## src/rtl/cbp_pkg.sv

```systemverilog
package cbp_pkg;

    localparam logic [7:0] START_CODE  = 8'h01;
    localparam logic [7:0] END_MARK    = 8'hFE;
    localparam logic [7:0] FAIL_FLAG   = 8'h80;
    localparam logic [7:0] CMD_STATUS  = 8'h00;
    localparam logic [7:0] CMD_RESET   = 8'hFF;
    localparam logic [7:0] CMD_BUTTONS = 8'h01;

    localparam int PAD_CHAN = 0;
    localparam int AUX_CHAN = 4;

    localparam logic [23:0] PAD_STATUS = 24'h050001;
    localparam logic [23:0] AUX_STATUS = 24'h008000;

    typedef enum logic [2:0] {
        ST_IDLE, ST_CHECK, ST_LEN, ST_RXLEN, ST_CMD, ST_RESP, ST_FIN, ST_DONE
    } walk_state_e;

    typedef struct packed {
        logic [7:0] tx_len;
        logic [7:0] rx_len;
        logic [7:0] code;
    } frame_t;

    function automatic logic len_opens_frame(input logic [7:0] b);
        return (b != 8'h00) && (b[7:6] == 2'b00);
    endfunction

endpackage

```

## src/rtl/cbp_responder.sv

```systemverilog
module cbp_responder
    import cbp_pkg::*;
#(
    parameter int CH_W  = 8,
    parameter int PAD_W = 32
) (
    input  logic [7:0]       code,
    input  logic [CH_W-1:0]  chan,
    input  logic [7:0]       idx,
    input  logic [PAD_W-1:0] pad,
    output logic             fail,
    output logic [7:0]       data
);
    localparam int WORD_W = (PAD_W > 24) ? PAD_W : 24;

    logic [WORD_W-1:0] word;
    logic [WORD_W-1:0] shifted;
    logic [7:0]        len;
    logic              is_status;

    always_comb begin
        is_status = (code == CMD_STATUS) || (code == CMD_RESET);
        word      = '0;
        len       = 8'd0;
        fail      = 1'b1;
        if (is_status && chan == CH_W'(PAD_CHAN)) begin
            word = {PAD_STATUS, {(WORD_W-24){1'b0}}};
            len  = 8'd3;
            fail = 1'b0;
        end else if (is_status && chan == CH_W'(AUX_CHAN)) begin
            word = {AUX_STATUS, {(WORD_W-24){1'b0}}};
            len  = 8'd3;
            fail = 1'b0;
        end else if (code == CMD_BUTTONS && chan == CH_W'(PAD_CHAN)) begin
            word = {pad, {(WORD_W-PAD_W){1'b0}}};
            len  = 8'(PAD_W / 8);
            fail = 1'b0;
        end
        shifted = word << (8 * 32'(idx));
        data    = (idx < len) ? shifted[WORD_W-1 -: 8] : 8'h00;
    end

endmodule

```

## src/rtl/cbp_walker.sv

```systemverilog
module cbp_walker
    import cbp_pkg::*;
#(
    parameter int ADDR_W = 6,
    parameter int CH_W   = 8
) (
    input  logic              clk,
    input  logic              rst,
    input  logic              start,
    input  logic [7:0]        ram_rdata,
    output logic [ADDR_W-1:0] ram_addr,
    output logic              ram_we,
    output logic [7:0]        ram_wdata,
    output logic              done,
    input  logic              rsp_fail,
    input  logic [7:0]        rsp_byte,
    output logic [7:0]        rsp_code,
    output logic [CH_W-1:0]   rsp_chan,
    output logic [7:0]        rsp_idx,
    output walk_state_e       st
);
    localparam logic [ADDR_W-1:0] LAST = ADDR_W'((1 << ADDR_W) - 1);
    localparam int SUM_W = ((ADDR_W > 8) ? ADDR_W : 8) + 1;

    function automatic logic [ADDR_W-1:0] clip(input logic [SUM_W-1:0] s);
        return (s >= SUM_W'(LAST)) ? LAST : s[ADDR_W-1:0];
    endfunction

    walk_state_e       st_q;
    frame_t            frm_q;
    logic [ADDR_W-1:0] ptr_q, rx_at_q, base_q;
    logic [CH_W-1:0]   chan_q, frm_chan_q;
    logic [7:0]        idx_q;
    logic [SUM_W-1:0]  wr_sum;
    logic              at_end, rsp_over;

    assign at_end   = (ptr_q == LAST);
    assign wr_sum   = SUM_W'(base_q) + SUM_W'(idx_q);
    assign rsp_over = (idx_q == frm_q.rx_len) || (wr_sum >= SUM_W'(LAST));
    assign rsp_code = frm_q.code;
    assign rsp_chan = frm_chan_q;
    assign rsp_idx  = idx_q;
    assign st       = st_q;
    assign done     = (st_q == ST_DONE);

    always_comb begin
        ram_addr  = ptr_q;
        ram_we    = 1'b0;
        ram_wdata = 8'h00;
        case (st_q)
            ST_CHECK: ram_addr = LAST;
            ST_RESP: begin
                if (rsp_fail) begin
                    ram_addr  = rx_at_q;
                    ram_we    = 1'b1;
                    ram_wdata = frm_q.rx_len | FAIL_FLAG;
                end else if (!rsp_over) begin
                    ram_addr  = wr_sum[ADDR_W-1:0];
                    ram_we    = 1'b1;
                    ram_wdata = rsp_byte;
                end
            end
            ST_FIN: begin
                ram_addr = LAST;
                ram_we   = 1'b1;
            end
            default: ;
        endcase
    end

    always_ff @(posedge clk) begin
        if (rst) begin
            st_q       <= ST_IDLE;
            frm_q      <= '0;
            ptr_q      <= '0;
            rx_at_q    <= '0;
            base_q     <= '0;
            chan_q     <= '0;
            frm_chan_q <= '0;
            idx_q      <= '0;
        end else begin
            case (st_q)
                ST_IDLE: if (start) st_q <= ST_CHECK;
                ST_CHECK: begin
                    ptr_q  <= '0;
                    chan_q <= '0;
                    st_q   <= (ram_rdata == START_CODE) ? ST_LEN : ST_DONE;
                end
                ST_LEN: begin
                    if (at_end) begin
                        st_q <= ST_FIN;
                    end else begin
                        ptr_q <= ptr_q + ADDR_W'(1);
                        if (ram_rdata == END_MARK) begin
                            st_q <= ST_FIN;
                        end else begin
                            frm_chan_q   <= chan_q;
                            chan_q       <= chan_q + CH_W'(1);
                            frm_q.tx_len <= ram_rdata;
                            if (len_opens_frame(ram_rdata)) st_q <= ST_RXLEN;
                        end
                    end
                end
                ST_RXLEN: begin
                    if (at_end) begin
                        st_q <= ST_FIN;
                    end else begin
                        frm_q.rx_len <= ram_rdata;
                        rx_at_q      <= ptr_q;
                        ptr_q        <= ptr_q + ADDR_W'(1);
                        st_q         <= (ram_rdata == END_MARK) ? ST_FIN : ST_CMD;
                    end
                end
                ST_CMD: begin
                    if (at_end) begin
                        st_q <= ST_FIN;
                    end else begin
                        frm_q.code <= ram_rdata;
                        base_q     <= clip(SUM_W'(ptr_q) + SUM_W'(frm_q.tx_len));
                        idx_q      <= 8'd0;
                        st_q       <= ST_RESP;
                    end
                end
                ST_RESP: begin
                    if (rsp_fail) begin
                        ptr_q <= base_q;
                        st_q  <= ST_LEN;
                    end else if (rsp_over) begin
                        ptr_q <= clip(SUM_W'(base_q) + SUM_W'(frm_q.rx_len));
                        st_q  <= ST_LEN;
                    end else begin
                        idx_q <= idx_q + 8'd1;
                    end
                end
                ST_FIN:  st_q <= ST_DONE;
                default: st_q <= ST_IDLE;
            endcase
        end
    end

endmodule

```

## src/rtl/cmd_block_parser.sv

```systemverilog
module cmd_block_parser
    import cbp_pkg::*;
#(
    parameter int ADDR_W = 6,
    parameter int CH_W   = 8,
    parameter int PAD_W  = 32
) (
    input  logic              clk,
    input  logic              rst,
    input  logic              start,
    input  logic [PAD_W-1:0]  pad_word,
    input  logic [7:0]        ram_rdata,
    output logic [ADDR_W-1:0] ram_addr,
    output logic              ram_we,
    output logic [7:0]        ram_wdata,
    output logic              done
);
    logic            rsp_fail_w;
    logic [7:0]      rsp_byte_w, rsp_code_w, rsp_idx_w;
    logic [CH_W-1:0] rsp_chan_w;
    walk_state_e     st_w;

    cbp_walker #(.ADDR_W(ADDR_W), .CH_W(CH_W)) u_walk (
        .clk(clk), .rst(rst), .start(start),
        .ram_rdata(ram_rdata), .ram_addr(ram_addr),
        .ram_we(ram_we), .ram_wdata(ram_wdata), .done(done),
        .rsp_fail(rsp_fail_w), .rsp_byte(rsp_byte_w),
        .rsp_code(rsp_code_w), .rsp_chan(rsp_chan_w),
        .rsp_idx(rsp_idx_w), .st(st_w)
    );

    cbp_responder #(.CH_W(CH_W), .PAD_W(PAD_W)) u_rsp (
        .code(rsp_code_w), .chan(rsp_chan_w), .idx(rsp_idx_w),
        .pad(pad_word), .fail(rsp_fail_w), .data(rsp_byte_w)
    );

endmodule

```

## config.mk

```make
export PLATFORM = sky130hd
export DESIGN_NAME = cmd_block_parser
export DESIGN_NICKNAME = d
export VERILOG_FILES = /design/src/rtl/cbp_pkg.sv /design/src/rtl/cbp_responder.sv /design/src/rtl/cbp_walker.sv /design/src/rtl/cmd_block_parser.sv
export SDC_FILE = /design/constraint.sdc
export NUM_CORES = 1
export LEC_CHECK = 0
export ABC_CLOCK_PERIOD_IN_PS = 6100
export BUFFER_PORTS_ARGS = -buffer_cell sky130_fd_sc_hd__buf_2
export CELL_PAD_IN_SITES_DETAIL_PLACEMENT = 0
export CELL_PAD_IN_SITES_GLOBAL_PLACEMENT = 2
export CORE_UTILIZATION = 39
export CTS_BUF_LIST = sky130_fd_sc_hd__clkbuf_4 sky130_fd_sc_hd__clkbuf_8
export DETAILED_ROUTE_END_ITERATION = 10
export GPL_TIMING_DRIVEN = 0
export HOLD_SLACK_MARGIN = 0.05
export PLACE_DENSITY_LB_ADDON = 0.25
export SETUP_SLACK_MARGIN = 0.1
export SLEW_MARGIN = 20
export SYNTH_ARGS = -nofsm -noshare
export SYNTH_HDL_FRONTEND = slang
export SYNTH_SLANG_ARGS = --single-unit
```

## constraint.sdc

```tcl
create_clock -name clk -period 6.1 [get_ports clk]
set_clock_uncertainty 0.05 [all_clocks]
set_input_delay 0.915 -clock clk [delete_from_list [all_inputs] [get_ports clk]]
set_output_delay 0.915 -clock clk [all_outputs]
set_load 0.01 [all_outputs]
```

### Word level (Yosys, flattened, before mapping)

Index checks and enable logic that the tools add are counted.

| storage, ports and cells | value |
|---|---|
| flip-flop bits (word level) | 69 |
| input bits | 43 |
| output and inout port bits | 16 |
| logic and storage cells | 112 |

| cells by class | value |
|---|---|
| add/subtract/negate cells | 6 |
| order comparisons | 4 |
| equality and inequality tests | 23 |
| shifts and indexed selects | 1 |
| multiplexer cells | 43 |
| bitwise logic cells | 2 |
| reductions and logical operators | 23 |

Operators with widths:

| kind | count |
|---|---|
| two-way mux 32 bit | 3 |
| two-way mux 8 bit | 11 |
| two-way mux 6 bit | 7 |
| one-hot mux 8 bit (2 select lines) | 2 |
| << shifter 32 x 11 -> 32 bit | 1 |
| adder 6 x 8 -> 9 bit | 3 |
| greater-or-equal comparator 9 x 6 -> 1 bit (second input constant) | 3 |
| two-way mux 3 bit | 9 |
| one-hot mux 3 bit (7 select lines) | 1 |
| one-hot mux 6 bit (3 select lines) | 1 |
| adder 8 x 1 -> 8 bit (second input constant) | 2 |
| == test 8 x 1 -> 1 bit (second input constant) | 2 |
| == test 8 bit (second input constant) | 2 |
| zero test 8 bit | 2 |
| inequality test 2 bit (second input constant) | 7 |
| == test 3 bit (second input constant) | 4 |
| one-hot mux 6 bit (2 select lines) | 1 |
| AND reduction 3 bit | 4 |
| == test 8 x 3 -> 1 bit (second input constant) | 1 |
| == test 8 bit | 1 |
| < comparator 8 bit | 1 |
| nonzero test 8 bit | 1 |
| adder 6 x 1 -> 6 bit (second input constant) | 1 |
| == test 3 x 2 -> 1 bit (second input constant) | 2 |
| other kinds (17) | 30 |

### Depth between registers and ports, before layout

Gate-level depths: netlist (run 1).

| logic depth | value |
|---|---|
| depth in word-level cells | 10 |
| mapped depth | 13 |
| depth with buffers taken out | 10 |

### Cells and area by module

A second synthesis (run 1) with hierarchy kept.

| unflattened totals | value |
|---|---|
| cells, all modules | 607 |
| area, all modules | 4793.3 um^2 |

By module, submodules not included:

| module | instances | cells each | area each (um^2) | sequential area each (um^2) |
|---|---|---|---|---|
| cbp_walker | 1 | 542 | 4272.8 | 1381.3 |
| cbp_responder | 1 | 65 | 520.5 | 0.0 |

### Worst setup path before layout (run 1)

No wires, ideal clock.

| timing | value |
|---|---|
| kind | register to output |
| start | reg u_walk.idx_q[1] (netlist: u_walk.rsp_idx[1]) |
| end | out ram_wdata[6] |
| arrival time | 3.043 ns |
| required time | 5.135 ns |
| slack | 2.092 ns |
| cell stages (with the launch flop) | 14 |
| buffers on the path | 4 |
| cells stage by stage | dfxtp_1 -> buf_2 -> clkbuf_1 -> inv_1 -> fa_1 -> nand2b_1 -> a21oi_1 -> or4_1 -> o2111a_1 -> and2_1 -> clkbuf_1 -> buf_4 -> nand3_1 -> o31ai_1 |

| on the way | value |
|---|---|
| cells in the longest elaborated chain, start to end | 6 |
| elaborated cells between the ends (all ways) | 10 |
| classes of those cells | add/sub (1); order compare (2); eq/ne (1); shift (1); mux (4); reduce/logical (1) |

Ends and longest elaborated chain:

| item | line | RTL |
|---|---|---|
| from (decl) | cbp_walker.sv:33 | `logic [7:0] idx_q;` |
| from (signal assigned) | cbp_walker.sv:132 | `idx_q <= idx_q + 8'd1;` |
| adder 6 x 8 -> 9 bit | cbp_walker.sv:38 | `assign wr_sum = SUM_W'(base_q) + SUM_W'(idx_q);` |
| greater-or-equal comparator 9 x 6 -> 1 bit | cbp_walker.sv:39 | `assign rsp_over = (idx_q == frm_q.rx_len) \|\| (wr_sum >= SUM_W'(LAST));` |
| logical OR 1 bit | cbp_walker.sv:39 |  |
| two-way mux 8 bit * | cbp_walker.sv:57 | `end else if (!rsp_over) begin` |
| two-way mux 8 bit * | cbp_walker.sv:53 | `if (rsp_fail) begin` |
| two-way mux 8 bit * | cbp_walker.sv:50 | `case (st_q)` |
| to (decl) | cmd_block_parser.sv:15 | `output logic [7:0] ram_wdata,` |

Every way passes the cells marked *; elsewhere a longest branch is shown, timed or not.

### Final worst setup path (run 1)

Ends and elaborated chain as after synthesis.

==> impl_metrics.ini, run 1 <==
[clock_tree]
cts.sinks = 69
cts-resized-gates = 0
cts_tree = yes
htree_levels = 3
cts_buffers = 9
clkLatencyLatePin_ns = 0.36
hold_buffers = 0
clock_path_buffers = 2
clockRootBuffer = clkbuf_8
cts_setup_buffers = 0
path_clk_slew_ns = 0.08

[pwr]
p_comb_frac = 0.491
swShare = 0.430
cellPowerDensity_mw_per_mm2 = 380
p_leak_nw = 2.15
p_seq_frac = 0.296
clkPwrFrac = 0.213
finalPower_mw = 2.03
peakVddDrop_uv = 242
power_switching_mw = 0.872
p_int_mw = 1.16

[yosys]
synth-edff-count = 0
synth_cell_type_count = 62
seq_area_frac_synth = 0.297
synthArstFlopShare = 0
synth_flop_cell = dfxtp_1
synthTopCellsByCount = 69 x dfxtp_1, 69 x nor2_1, 44 x nand2_1, 41 x a21oi_1, 32 x mux2i_1
synthesis.nets = 637
synth_cells = 568
yosysTopAreaCell = dfxtp_1
synth_top_area_frac = 0.297
synthTopCellsByArea = dfxtp_1 30%, mux2i_1 6.9%, ha_1 6.2%
synth_area_mm2 = 0.00464
ys_seq_elements = 69
ys_warn_count = 0
avgSynthCellArea_um2 = 8.18

[route]
drt-vias-per-instance = 5.75
dr.first_iter.drc_count = 238
wirelength_um = 14300
post_drt_wl_per_cell_um = 18.2
dr.pass1.iters = 8
drtAntennaViolNets = 0
vias = 4517
drc = 18

[critical_path]
path_class = reg -> out
crit_required_ns = 5.13
critPathLaunchType = flop
cp_cell_sequence = buf_2 -> clkbuf_1 -> inv_1 -> fa_1 -> nand2b_1 -> a21oi_1 -> or4_1 -> o2111a_1 -> and2_1 -> clkbuf_1 -> buf_4 -> nand3_1 -> o31ai_1 -> buf_2
cp_data_arrival_time_ns = 4.27
crit_path_end_kind = output port
critPathSlowestCell = fa_1
cp_max_fo = 10
cp_slowest_stage_delay_ns = 0.49
crit_buf_inv = 6
critical-path-top-delay-family = buffers and inverters

[floorplan]
die_y_um = 111
dieArea_mm2 = 0.0123
std_cell_rows = 39
ios = 59
die_x_um = 111
start_util = 0.403
coreArea_mm2 = 0.0115

[global_route]
grt_max_degree = 14
track_usage = 0.241
met2_usage = 0.397
grt_use_met3 = 0.0612
antenna_found_initial = 0
use_met1 = 0.308
grt_overflow = 0
grt_busiest_layer = met2
grt_pass1_vias = 4381
grt_pass1_wl_um = 23000

[final_layout]
diodes = 0
final_area_mm2 = 0.00534
syn2layout_area_growth_pct = 15.0
drive_gt1_frac = 0.160
finish.utilization = 0.464
nNetsFinal = 706
nFillCells = 1186

[timing]
final_hold_viol_count = 0
maxSlewViolCount = 0
period_share = 0.858
relSlewSlack = 0.434
final.min_clock_period_ns = 5.23
fmax_mhz = 191
rsz0062_at_grt = no
tightest_slew_ns = 0.844
setup_viol = 0
finalSetupTns_ns = 0

[run]
drv_cap = 0

[run_status]
status = complete, but fails checks
failed_checks = DRC

[placed_design]
place_area_mm2 = 0.00511
io_buffer_count = 58
dp_hpwl_um = 11100
gp_congestion = 0.875

[worst_hold_path]
hp-class = reg -> reg
==> per-layer routing <==
metal,vias to the layer above,routed length [µm]
met2,130,6590
met1,2161,6650
met4,0,213
li1,2209,-
met5,-,0
met3,17,862
==> flip-flops by register name (all words and copies together) (netlist names) <==
register	cells
u_walk.rsp_chan	8
u_walk.frm_q	16
u_walk.rsp_idx	8
u_walk.ptr_q	6
u_walk.rx_at_q	6
u_walk.base_q	6
u_walk.chan_q	8
u_walk.st	3
u_walk.rsp_code	8
==> metrics by stage <==
step	cells	hold WS, ns	setup WS (ns)
after floorplan	568	0.387	2.09
after global placement	769	0.408	1.23
after detailed placement	769	0.407	1.25
after CTS	785	0.419	0.852
after global routing	785	0.437	0.659
final	785	0.420	0.869
==> cell type report <==
type                            instances  area (µm²)  area share
Sequential cell                        69        1380       0.259
Tap cell                              143         179      0.0335
Timing Repair Buffer                   58         290      0.0544
Buffer                                 40         180      0.0337
Inverter                               20        75.1      0.0141
Clock buffer                           10         131      0.0246
Multi-Input combinational cell        439        3010       0.563
Clock inverter                          6        93.8      0.0176
==> power groups by stage <==
stage	sequential [mW]	combinational [mW]	clock (mW)
floorplan	0.578	0.731	0
global placement	0.610	0.980	0
detailed placement	0.611	0.988	0
CTS	0.600	0.993	0.446
global route	0.611	1.10	0.461
finish	0.600	0.997	0.433
==> worst paths after layout <==
kind,cells after the start,startpoint,slack [ns],end
min reg2reg,2,u_walk.rx_at_q[0]$_SDFFE_PP0P_,0.42,u_walk.rx_at_q[0]$_SDFFE_PP0P_
min,2,u_walk.rx_at_q[0]$_SDFFE_PP0P_,0.42,u_walk.rx_at_q[0]$_SDFFE_PP0P_
max,14,u_walk.rsp_idx[1]$_SDFFE_PP0P_,0.87,ram_wdata[6]
max reg2reg,12,u_walk.rsp_idx[1]$_SDFFE_PP0P_,2.20,u_walk.st[0]$_SDFFE_PP0P_
==> layout by cell type (no fill, tap or decap), types with 9 or more instances in the layout <==
cell      synthesis  layout
nand3_1          21      21
a211oi_1         18      18
dfxtp_1          69      69
xnor2_1          17      17
o21ai_0          24      24
clkbuf_8          0       9
xor2_1           11      11
ha_1             23      23
clkbuf_1         26      26
nand2_1          44      44
nor3_1            9       9
buf_2             9      67
mux2i_1          32      32
a21oi_1          41      41
inv_1            20      20
nor2_1           69      69
==> worst register-to-register path, delay by kind of cell (launching register included) <==
kind,cells,cell delay (ns)
AND/OR/NAND/NOR,4,0.78
XOR/XNOR,1,0.27
buffers and inverters,4,1.43
adder cells (fa/ha/maj),1,0.50
flip-flops,1,0.41
AO/OA/AOI/OAI,2,0.37
==> cells by family (layout without fill, tap and decap cells) <==
kind of cell / after synthesis / count (layout) / share of synthesized area
simple gates: 202 / 202 / 0.213
xor+xnor: 28 / 28 / 0.0528
buf+inv: 60 / 134 / 0.0550
compound gates: 144 / 144 / 0.209
fa+ha+maj: 26 / 26 / 0.0749
mux: 39 / 39 / 0.0981
flops: 69 / 69 / 0.297
Note: power is estimated with default switching activity, not from simulation.
==> inputs of run 2 (changes only) <==
--- a/config.mk
+++ b/config.mk
@@ -6,12 +6,12 @@
 export NUM_CORES = 1
 export LEC_CHECK = 0
 export ABC_CLOCK_PERIOD_IN_PS = 6100
-export BUFFER_PORTS_ARGS = -buffer_cell sky130_fd_sc_hd__buf_2
 export CELL_PAD_IN_SITES_DETAIL_PLACEMENT = 0
 export CELL_PAD_IN_SITES_GLOBAL_PLACEMENT = 2
-export CORE_UTILIZATION = 39
+export CORE_UTILIZATION = 43
 export CTS_BUF_LIST = sky130_fd_sc_hd__clkbuf_4 sky130_fd_sc_hd__clkbuf_8
 export DETAILED_ROUTE_END_ITERATION = 10
+export DONT_BUFFER_PORTS = 1
 export GPL_TIMING_DRIVEN = 0
 export HOLD_SLACK_MARGIN = 0.05
 export PLACE_DENSITY_LB_ADDON = 0.25
==> impl_metrics.ini, run 2 (synthesis gave the netlist of run 1 again) <==
[critical_path]
cp_max_fo = 10
critPathSlowestCell = fa_1
reg2reg_depth = 12
cp_slowest_stage_delay_ns = 0.49
critPathLaunchType = flop
path_class = reg -> out
crit_path_end_kind = output port
cp_data_arrival_time_ns = 4.37
cp_cell_sequence = buf_2 -> clkbuf_1 -> inv_1 -> fa_1 -> nand2b_1 -> a21oi_1 -> xor2_1 -> nand4_1 -> and2_1 -> clkbuf_1 -> buf_4 -> o211ai_1 -> o221ai_1
cp_common_cell = clkbuf_1
crit_required_ns = 5.13

[run_status]
status = complete, no violations

[floorplan]
ios = 59
std_cell_rows = 37
die_y_um = 106
die_x_um = 106
start_util = 0.446
dieArea_mm2 = 0.0112
coreArea_mm2 = 0.0104

[clock_tree]
clkLatencyLatePin_ns = 0.35
cts-resized-gates = 0
clock_path_buffers = 2
cts.sinks = 69
htree_levels = 3
hold_buffers = 0
cts_buffers = 9
cts_setup_buffers = 0
cts_tree = yes
path_clk_slew_ns = 0.09
clockRootBuffer = clkbuf_8

[final_layout]
finish.utilization = 0.480
layout_common_cells = 69 x nor2_1, 69 x dfxtp_1, 44 x nand2_1, 41 x a21oi_1, 32 x mux2i_1
nNetsFinal = 648
diodes = 0
final_area_mm2 = 0.00500
largest_reg_flops = 16
syn2layout_area_growth_pct = 7.73
drive_gt1_frac = 0.0771
largest_register = u_walk.frm_q

[global_route]
antenna_found_initial = 0
grt_overflow = 0
grt_pass1_vias = 4070
grt_max_degree = 16
grt_pass1_wl_um = 22100
track_usage = 0.257

[timing]
fmax_mhz = 187
finalHoldWorstSlack_ns = 0.413
finalSetupTns_ns = 0
tightest_slew_ns = 0.718
rsz0062_at_grt = no
final_hold_viol_count = 0
period_share = 0.875
relSlewSlack = 0.515
final.min_clock_period_ns = 5.34
maxSlewViolCount = 0
setup_viol = 0

[placed_design]
dp_hpwl_um = 10800
gp_congestion = 0.821
place_area_mm2 = 0.00481
io_buffer_count = 0

[route]
dr.first_iter.drc_count = 344
drc = 0
vias = 4298
drt-vias-per-instance = 5.97
post_drt_wl_per_cell_um = 19.3
drtAntennaViolNets = 0
wirelength_um = 13900
dr.pass1.iters = 5

[pwr]
peakVddDrop_uv = 181
finalPower_mw = 1.92
cellPowerDensity_mw_per_mm2 = 383
p_leak_nw = 1.89

[worst_hold_path]
hold_depth = 2
hp-class = reg -> reg

[run]
drv_cap = 0
## run 2: cell count changes in the layout (fill, tap and decap cells not counted), sizes merged
cell,before,now
bufinv,2,0
clkbuf,36,35
inv,22,24
buf,72,14
clkinv,1,2
## run 2: where the power goes
group          internal [mW]  switching [mW]
clock network          0.158           0.210
logic                  0.368           0.579
registers              0.521          0.0812
total                   1.05           0.871
## run 2: worst paths after layout
path / from / to / slack (ns)
worst min-delay path: u_walk.rx_at_q[1]$_SDFFE_PP0P_ / u_walk.rx_at_q[1]$_SDFFE_PP0P_ / 0.41
worst max-delay path: u_walk.rsp_idx[1]$_SDFFE_PP0P_ / ram_addr[1] / 0.76
worst min register to register: u_walk.rx_at_q[1]$_SDFFE_PP0P_ / u_walk.rx_at_q[1]$_SDFFE_PP0P_ / 0.41
worst max register to register: u_walk.rsp_idx[1]$_SDFFE_PP0P_ / u_walk.st[2]$_SDFFE_PP0P_ / 2.09
## run 2: area by class of cell
class	count	area, µm²
Buffer	40	180
Clock buffer	9	124
Clock inverter	7	65.1
Fill cell	1048	5410
Inverter	20	75.1
Multi-Input combinational cell	439	3010
Sequential cell	69	1380
Tap cell	136	170
## run 2: per-stage QoR
step,cells,setup WS [ns]
detailed placement,704,1.14
global route,720,0.521
floorplan,568,2.09
global placement,704,1.17
CTS,720,0.737
finish,720,0.765
## run 2: critical path: cells and delay by family, from the launching register on
kind            cells  cell delay [ns]
compound gates      3             0.77
xor+xnor            1             0.29
fa+ha+maj           1             0.49
buf+inv             5             1.34
flops               1             0.47
simple gates        3             0.64
## run 2: per-layer routing
layer  up-vias  share of wire  GRT usage
met5         -              0          0
met4         0          0.038      0.125
met3        32          0.037     0.0380
met2       100           0.46      0.408
met1      2070           0.46      0.342
li1       2096              -          -
